## src/rtl/dcc_pkg.sv

```systemverilog
package dcc_pkg;
  localparam int WORD_W   = 32;
  localparam int VER_W    = 4;
  localparam int FLAG_LSB = 0;

  // Control word: version in the top nibble, flags in bits 1:0, rest zero.
  function automatic logic [WORD_W-1:0] pack_ctrl(input logic [VER_W-1:0] ver,
                                                  input logic rx_full,
                                                  input logic tx_full);
    logic [WORD_W-1:0] v;
    v = '0;
    v[WORD_W-1 -: VER_W] = ver;
    v[FLAG_LSB]          = rx_full;
    v[FLAG_LSB+1]        = tx_full;
    return v;
  endfunction

  // Next value of a full flag: a write wins over a read in the same cycle.
  function automatic logic next_full(input logic cur, input logic wr, input logic rd);
    return wr ? 1'b1 : (rd ? 1'b0 : cur);
  endfunction
endpackage

```

## src/rtl/dcc_slot.sv

```systemverilog
module dcc_slot #(
  parameter int W = 32
) (
  input  logic         clk,
  input  logic         rst_n,
  input  logic         wr_en,
  input  logic [W-1:0] wr_data,
  input  logic         rd_en,
  output logic [W-1:0] word,
  output logic         full
);
  import dcc_pkg::*;

  always_ff @(posedge clk or negedge rst_n) begin
    if (!rst_n) begin
      word <= '0;
      full <= 1'b0;
    end else begin
      if (wr_en) word <= wr_data;
      full <= next_full(full, wr_en, rd_en);
    end
  end


  slot_fill_chk: assert property (@(posedge clk) disable iff (!rst_n)
    wr_en |=> full);

  slot_drain_chk: assert property (@(posedge clk) disable iff (!rst_n)
    (rd_en && !wr_en) |=> !full);

  slot_hold_chk: assert property (@(posedge clk) disable iff (!rst_n)
    !wr_en |=> $stable(word));

  slot_idle_chk: assert property (@(posedge clk) disable iff (!rst_n)
    (!wr_en && !rd_en) |=> $stable(full));
endmodule

```

## src/rtl/dcc_dbg_decode.sv

```systemverilog
module dcc_dbg_decode #(
  parameter int ADDR_W    = 5,
  parameter int CTRL_ADDR = 4,
  parameter int DATA_ADDR = 5
) (
  input  logic              rd,
  input  logic              wr,
  input  logic [ADDR_W-1:0] addr,
  output logic              ctrl_sel,
  output logic              data_sel,
  output logic              data_rd,
  output logic              data_wr
);
  localparam logic [ADDR_W-1:0] CTRL_A = ADDR_W'(CTRL_ADDR);
  localparam logic [ADDR_W-1:0] DATA_A = ADDR_W'(DATA_ADDR);

  always_comb begin
    ctrl_sel = (addr == CTRL_A);
    data_sel = (addr == DATA_A);
    data_rd  = rd && data_sel;
    data_wr  = wr && data_sel;
  end
endmodule

```

## src/rtl/dcc_mailbox.sv

```systemverilog
module dcc_mailbox #(
  parameter int ADDR_W    = 5,
  parameter int CTRL_ADDR = 4,
  parameter int DATA_ADDR = 5,
  parameter int VERSION   = 6
) (
  input  logic                       clk,
  input  logic                       rst_n,
  input  logic                       dbg_rd,
  input  logic                       dbg_wr,
  input  logic [ADDR_W-1:0]          dbg_addr,
  input  logic [dcc_pkg::WORD_W-1:0] dbg_wdata,
  output logic [dcc_pkg::WORD_W-1:0] dbg_rdata,
  input  logic                       cpu_rd,
  input  logic                       cpu_wr,
  input  logic [dcc_pkg::WORD_W-1:0] cpu_wdata,
  output logic [dcc_pkg::WORD_W-1:0] cpu_rdata,
  output logic                       cpu_rx_full,
  output logic                       cpu_tx_full,
  output logic                       ovf
);
  import dcc_pkg::*;

  localparam logic [VER_W-1:0] VER = VER_W'(VERSION);

  logic              ctrl_sel, data_sel, collect, deliver;
  logic [WORD_W-1:0] up_word;
  logic              overwrite_evt;
  logic              ovf_q;

  dcc_dbg_decode #(
    .ADDR_W(ADDR_W), .CTRL_ADDR(CTRL_ADDR), .DATA_ADDR(DATA_ADDR)
  ) u_dec (
    .rd(dbg_rd), .wr(dbg_wr), .addr(dbg_addr),
    .ctrl_sel(ctrl_sel), .data_sel(data_sel),
    .data_rd(collect), .data_wr(deliver)
  );

  // Debugger to processor.
  dcc_slot #(.W(WORD_W)) u_down (
    .clk(clk), .rst_n(rst_n),
    .wr_en(deliver), .wr_data(dbg_wdata),
    .rd_en(cpu_rd),
    .word(cpu_rdata), .full(cpu_rx_full)
  );

  // Processor to debugger.
  dcc_slot #(.W(WORD_W)) u_up (
    .clk(clk), .rst_n(rst_n),
    .wr_en(cpu_wr), .wr_data(cpu_wdata),
    .rd_en(collect),
    .word(up_word), .full(cpu_tx_full)
  );

  assign overwrite_evt = cpu_wr && cpu_tx_full && !collect;

  always_ff @(posedge clk or negedge rst_n) begin
    if (!rst_n) ovf_q <= 1'b0;
    else if (overwrite_evt) ovf_q <= 1'b1;
  end
  assign ovf = ovf_q;

  always_comb begin
    if (data_sel)      dbg_rdata = up_word;
    else if (ctrl_sel) dbg_rdata = pack_ctrl(VER, cpu_rx_full, cpu_tx_full);
    else               dbg_rdata = '0;
  end


  ovf_set_chk: assert property (@(posedge clk) disable iff (!rst_n)
    (cpu_wr && cpu_tx_full && !(dbg_rd && data_sel)) |=> ovf);

  ovf_sticky_chk: assert property (@(posedge clk) disable iff (!rst_n)
    ovf |=> ovf);

  ctrl_read_quiet_chk: assert property (@(posedge clk) disable iff (!rst_n)
    (dbg_rd && !dbg_wr && ctrl_sel && !cpu_rd && !cpu_wr)
      |=> ($stable(cpu_rx_full) && $stable(cpu_tx_full) && $stable(cpu_rdata)));

  same_cycle_keep_chk: assert property (@(posedge clk) disable iff (!rst_n)
    (cpu_wr && dbg_rd && data_sel) |=> (cpu_tx_full && $stable(ovf)));
endmodule

```

## config.mk

```make
export PLATFORM = sky130hd
export DESIGN_NAME = dcc_mailbox
export DESIGN_NICKNAME = d
export VERILOG_FILES = /design/src/rtl/dcc_pkg.sv /design/src/rtl/dcc_slot.sv /design/src/rtl/dcc_dbg_decode.sv /design/src/rtl/dcc_mailbox.sv
export SDC_FILE = /design/constraint.sdc
export NUM_CORES = 1
export LEC_CHECK = 0
export BUFFER_PORTS_ARGS = -buffer_cell sky130_fd_sc_hd__buf_2
export CAP_MARGIN = 0
export CORE_ASPECT_RATIO = 0.6
export CORE_MARGIN = 2
export CORE_UTILIZATION = 46
export CTS_BUF_LIST = sky130_fd_sc_hd__clkbuf_16
export DETAILED_ROUTE_END_ITERATION = 8
export HOLD_SLACK_MARGIN = 0.15
export PLACE_DENSITY = 0.88
export SETUP_SLACK_MARGIN = 0.05
export SLEW_MARGIN = 20
export SYNTH_ARGS = -nofsm -noshare
export SYNTH_HDL_FRONTEND = slang
export SYNTH_SLANG_ARGS = --single-unit
```

## constraint.sdc

```tcl
create_clock -name clk -period 1.65 [get_ports clk]
set_input_delay 0.0825 -clock clk [delete_from_list [all_inputs] [get_ports clk]]
set_output_delay 0.0825 -clock clk [all_outputs]
set_load 0.03 [all_outputs]
```

# ---- After elaboration in Yosys (flattened, before gate mapping)
# Cells that the tools add are included.
dict set report totals {
  regBits 67
  inputBits 75
  out_inout_bits 67
  word_cells 20
}
dict set report classes {
  n_eq_ne 2
  mux 6
  reduce_logical 7
}
# cell count
set ops {}
lappend ops {{32-bit 2-to-1 mux} 1}
lappend ops {{31-bit 2-to-1 mux} 1}
lappend ops {{5-bit by 3-bit equality test with 1-bit output (second input constant)} 2}
lappend ops {{1-bit logical AND} 4}
lappend ops {{1-bit 2-to-1 mux} 4}
lappend ops {{2-bit nonzero test} 2}
lappend ops {{1-bit zero test} 1}

# ---- Logic depth before layout (Yosys ltp)
dict set report depth {
  word_depth 4
  mapped_depth 5
  depth_no_buf 3
}

# ---- Hierarchy
# From an unflattened synthesis, not the netlist that was laid out.
dict set report unflattened {
  cells_unflattened 189
  hier_area_um2 3075.4
}
# mod instances cells_per_inst area_each_um2 seq_area_each_um2
set modules_own_cells {}
lappend modules_own_cells {dcc_slot 2 71 1377.6 825.8}
lappend modules_own_cells {dcc_mailbox 1 42 271.5 25.0}
lappend modules_own_cells {dcc_dbg_decode 1 5 48.8 0.0}

# ---- Worst setup path before layout
# Ideal clock, no wire load.
dict set report synth_timing {
  path_type {input -> register}
  start {input port dbg_addr[1]}
  end {register u_down.word[0]}
  setup_ps 125
  arrival_time_ps 1373
  required_time_ps 1525
  slack_ps 152
  stages 5
  path_buffers 2
  path_cell_list {or4b_4 -> buf_6 -> nor2_8 -> buf_12 -> mux2_4}
}
dict set report synth_between {
  elab_chain_len 2
}
# element line_no
set synth_lines {}
lappend synth_lines {{start, declared} dcc_mailbox.sv:11} ;# input logic [ADDR_W-1:0] dbg_addr,
lappend synth_lines {{5-bit by 3-bit equality test with 1-bit output} dcc_dbg_decode.sv:19} ;# data_sel = (addr == DATA_A);
lappend synth_lines {{1-bit logical AND} dcc_dbg_decode.sv:21} ;# data_wr = wr && data_sel;
lappend synth_lines {{end signal, assigned} dcc_slot.sv:19} ;# if (wr_en) word <= wr_data;
lappend synth_lines {{end, declared} dcc_slot.sv:9} ;# output logic [W-1:0] word,
# Every way passes these cells.
# A chain may end at the register's enable or synchronous reset.

# ---- Worst setup path in the final report
dict set report layout_timing {
  start {input port dbg_addr[3]}
  end {output port dbg_rdata[23] (netlist name)}
}
dict set report layout_between {
  elab_chain_len 2
}
# element line_no
set layout_lines {}
lappend layout_lines {{5-bit by 3-bit equality test with 1-bit output} dcc_dbg_decode.sv:19}
lappend layout_lines {{32-bit 2-to-1 mux} dcc_mailbox.sv:64} ;# if (data_sel) dbg_rdata = up_word;
lappend layout_lines {{end, declared} dcc_mailbox.sv:13} ;# output logic [dcc_pkg::WORD_W-1:0] dbg_rdata,
# Every way passes these cells.

==> results.cfg <==
[drt]
drc = 0
dr.pass1.iters = 4
via_per_inst = 4.60
wl_per_cell_um = 15.8
wl_um = 7900
num_vias = 2293
dr.first_iter.drc_count = 87
antenna_left = 0

[sta]
relSlewSlack_pct = 72.3
fmax_mhz = 632
setup_tns_ns = 0
setup_ws_ns = 0.0683
rsz0062_at_grt = true
finalSetupViolations = 0
whs_ns = 0.213
worstMarginPinSlew_ns = 0.416
post-route-min-period_ns = 1.58
finalCritPeriodShare_pct = 95.9
drv_slew = 0
skew_ns = 0.00135
finalHoldViolCount = 0

[worst_setup_path]
setup.worst_path.class = primary input to output port
critPathMaxFanout = 14
path_depth = 6
worstPathRequired_ns = 1.57
crit_path_end = dbg_rdata[23]
cp-start-kind = primary input
cpMaxStageDelayCell = or4b_4
path_delay_family = simple AND/OR/NAND/NOR gates
slowest_delay_ns = 0.55
crit_chain = buf_2 -> or4b_4 -> nor2_4 -> bufbuf_16 -> and2_1 -> clkbuf_4
cp-startpoint = dbg_addr[3]
r2r_end = u_down.full
path_buf_inv = 3
worstPathArrival_ns = 1.50
cp-end-kind = output port
r2r_slack_ns = 0.44
rr_worst_depth = 3
reg2reg_from = u_down.full

[global_routing]
grt_use_total_pct = 23.8
grt_pass1_wl_um = 12400
antenna_found_initial = 0
first_global_vias = 2509
grt_max_degree = 68
gr-total-overflow = 0

[min_path]
min_path_cells = 4
min_path_type = primary input to register

[power_and_ir_drop]
powerDensity_nw_per_um2 = 1000
p_leak_uw = 0.00243
max-vdd-ir-drop_uv = 680
finalPower_uw = 4770

[clock_network]
cts-htree-levels = 3
cts_made_buffers = 9
root_buffer = clkbuf_16
cts_buffer_depth = 2
clk_pin_slew_ns = 0.05
clock_latency_ns = 0.31
cts_tree = built
clkSinkCount = 67

[logic_synthesis]
synth_top_family_by_area = multiplexers
ys_seq_elements = 67
syn_nets = 267
synth.distinct_cells = 21
synthSimpleGateAreaFrac_pct = 8.46
yosys_warnings = 0
synth_compound_area_share_pct = 1.33
yosys.area_share.xor_xnor_pct = 0
yosysSeqAreaShare_pct = 57.6
synth.area.mux_share_pct = 28.5
syn_area_um2 = 2910
netlist_instances = 192
synth-adder-area-share_pct = 0
avgSynthCellArea_um2 = 15.2

[floorplan]
die_area_um2 = 7010
fp.dieH_um = 65.6
io_pins = 142
die_x_um = 107
initial_core_util_pct = 47.7
rows = 22
core_area_um2 = 6110

[cells_and_area]
areaGrowthSynthToFinish_pct = 63.4
fillers = 383
layout-drive-gt1-share_pct = 54.9
antennaDiodeCount = 0
nNetsFinal = 487
post-route-util_pct = 77.9

[placed_design]
place.gp.congestion = 0.726
pre_cts_ws_ns = 0.00507
dp_hpwl_um = 4330
io_buffer_count = 141

[run_status]
status = completed

[run]
drv_cap = 0
==> routing by layer <==
layer  up-vias  global-route usage (%)  share of wire, %
li1       1087                       -                 -
met1      1099                    27.9                41
met2        95                    41.0                51
met3        12                    7.74               6.3
met4         0                    9.42               1.5
met5         -                       0                 0
==> flip-flops by register name (all words and copies together), names as in the netlist <==
| name | cells |
|---|---|
| u_down.word | 32 |
| ovf | 1 |
| u_down.full | 1 |
| u_up.full | 1 |
| u_up.word | 32 |
==> layout by cell type, fill, tap and decap left out, types with 2 or more instances in the layout <==
| master | synthesis | final |
|---|---|---|
| buf_2 | 1 | 126 |
| dlygate4sd3_1 | 0 | 68 |
| dfrtp_1 | 67 | 67 |
| mux2_2 | 32 | 32 |
| mux2_4 | 30 | 30 |
| and2_1 | 28 | 28 |
| buf_4 | 0 | 14 |
| clkbuf_16 | 0 | 9 |
| inv_1 | 5 | 6 |
| nand2_1 | 5 | 5 |
| clkbuf_4 | 0 | 4 |
| buf_12 | 3 | 4 |
| o21ai_0 | 3 | 3 |
| buf_6 | 1 | 3 |
| a21oi_1 | 2 | 2 |
| mux2i_1 | 2 | 2 |
| nor2_1 | 2 | 2 |
| clkinv_1 | 0 | 2 |
==> where the power goes <==
group | leakage [uW] | internal (uW) | switching [uW] | total (uW)
registers | 0.000816 | 1880 | 131 | 2010
clock network | 0.000123 | 978 | 619 | 1600
logic | 0.00149 | 562 | 597 | 1160
total | 0.00243 | 3420 | 1350 | 4770
==> worst register-to-register path, stage by stage (launching register included) <==
cell           delay (ns)
dfrtp_1              0.40
inv_1                0.07
o22ai_1              0.07
dlygate4sd3_1        0.55
==> cells by family (layout without fill, tap and decap cells) <==
kind of cell / count (synthesis) / in the layout
buf+inv: 16 / 239
mux: 64 / 64
compound gates: 7 / 7
flops: 67 / 67
simple gates: 38 / 38
==> stage by stage <==
stage | instance area, um^2 | std cells
CTS | 4720 | 499
global route | 4760 | 499
finish | 4760 | 499
floorplan | 2910 | 192
global placement | 3740 | 415
detailed placement | 3740 | 415
==> synth_stat cells <==
library cell,instances,area [um^2]
buf_6,1,11.3
nand2_1,5,18.8
mux2i_1,2,20.0
buf_12,3,60.1
clkbuf_2,2,10.0
or4b_4,1,13.8
o22ai_1,1,6.26
dfrtp_1,67,1680
clkbuf_1,2,7.51
o21bai_1,1,7.51
mux2_2,32,360
buf_1,2,7.51
nor2_4,1,11.3
mux2_4,30,450
nor2_1,2,7.51
a21oi_1,2,10.0
nor2_8,1,20.0
and2_1,28,175
buf_2,1,5.00
inv_1,5,18.8
o21ai_0,3,15.0
==> how the worst min path moves through the flow <==
stage | start | end | slack [ns]
2_1_floorplan | rst_n | ovf | -0.21
3_3_place_gp | rst_n | u_down.word[4] | 0.12
3_5_place_dp | rst_n | u_down.word[4] | 0.13
4_1_cts | dbg_addr[0] | u_up.full | 0.19
5_1_grt | cpu_wr | u_up.full | 0.24
6_report | dbg_addr[0] | u_up.full | 0.21
==> repair_timing <==
item | CTS | global route
hold buffers | 68 | 0
gates resized for setup | 4 | 22
buffers inserted | 2 | 0
endpoints found under the setup margin | 28 | 21
pin swaps | 2 | 1
gates cloned | 1 | 0
endpoints found under the hold margin | 133 | 0
==> layout make-up <==
| cell class | count | area, um^2 | share of cell area [%] |
|---|---|---|---|
| clock inverters | 5 | 23.8 | 0.500 |
| repair buffers | 220 | 1590 | 33.5 |
| clock buffers | 9 | 225 | 4.73 |
| flip-flops and latches | 67 | 1680 | 35.2 |
| well taps | 84 | 105 | 2.21 |
| inverters | 5 | 18.8 | 0.394 |
| multi-input cells | 109 | 1120 | 23.5 |
Power figures use the tool's default switching activity.
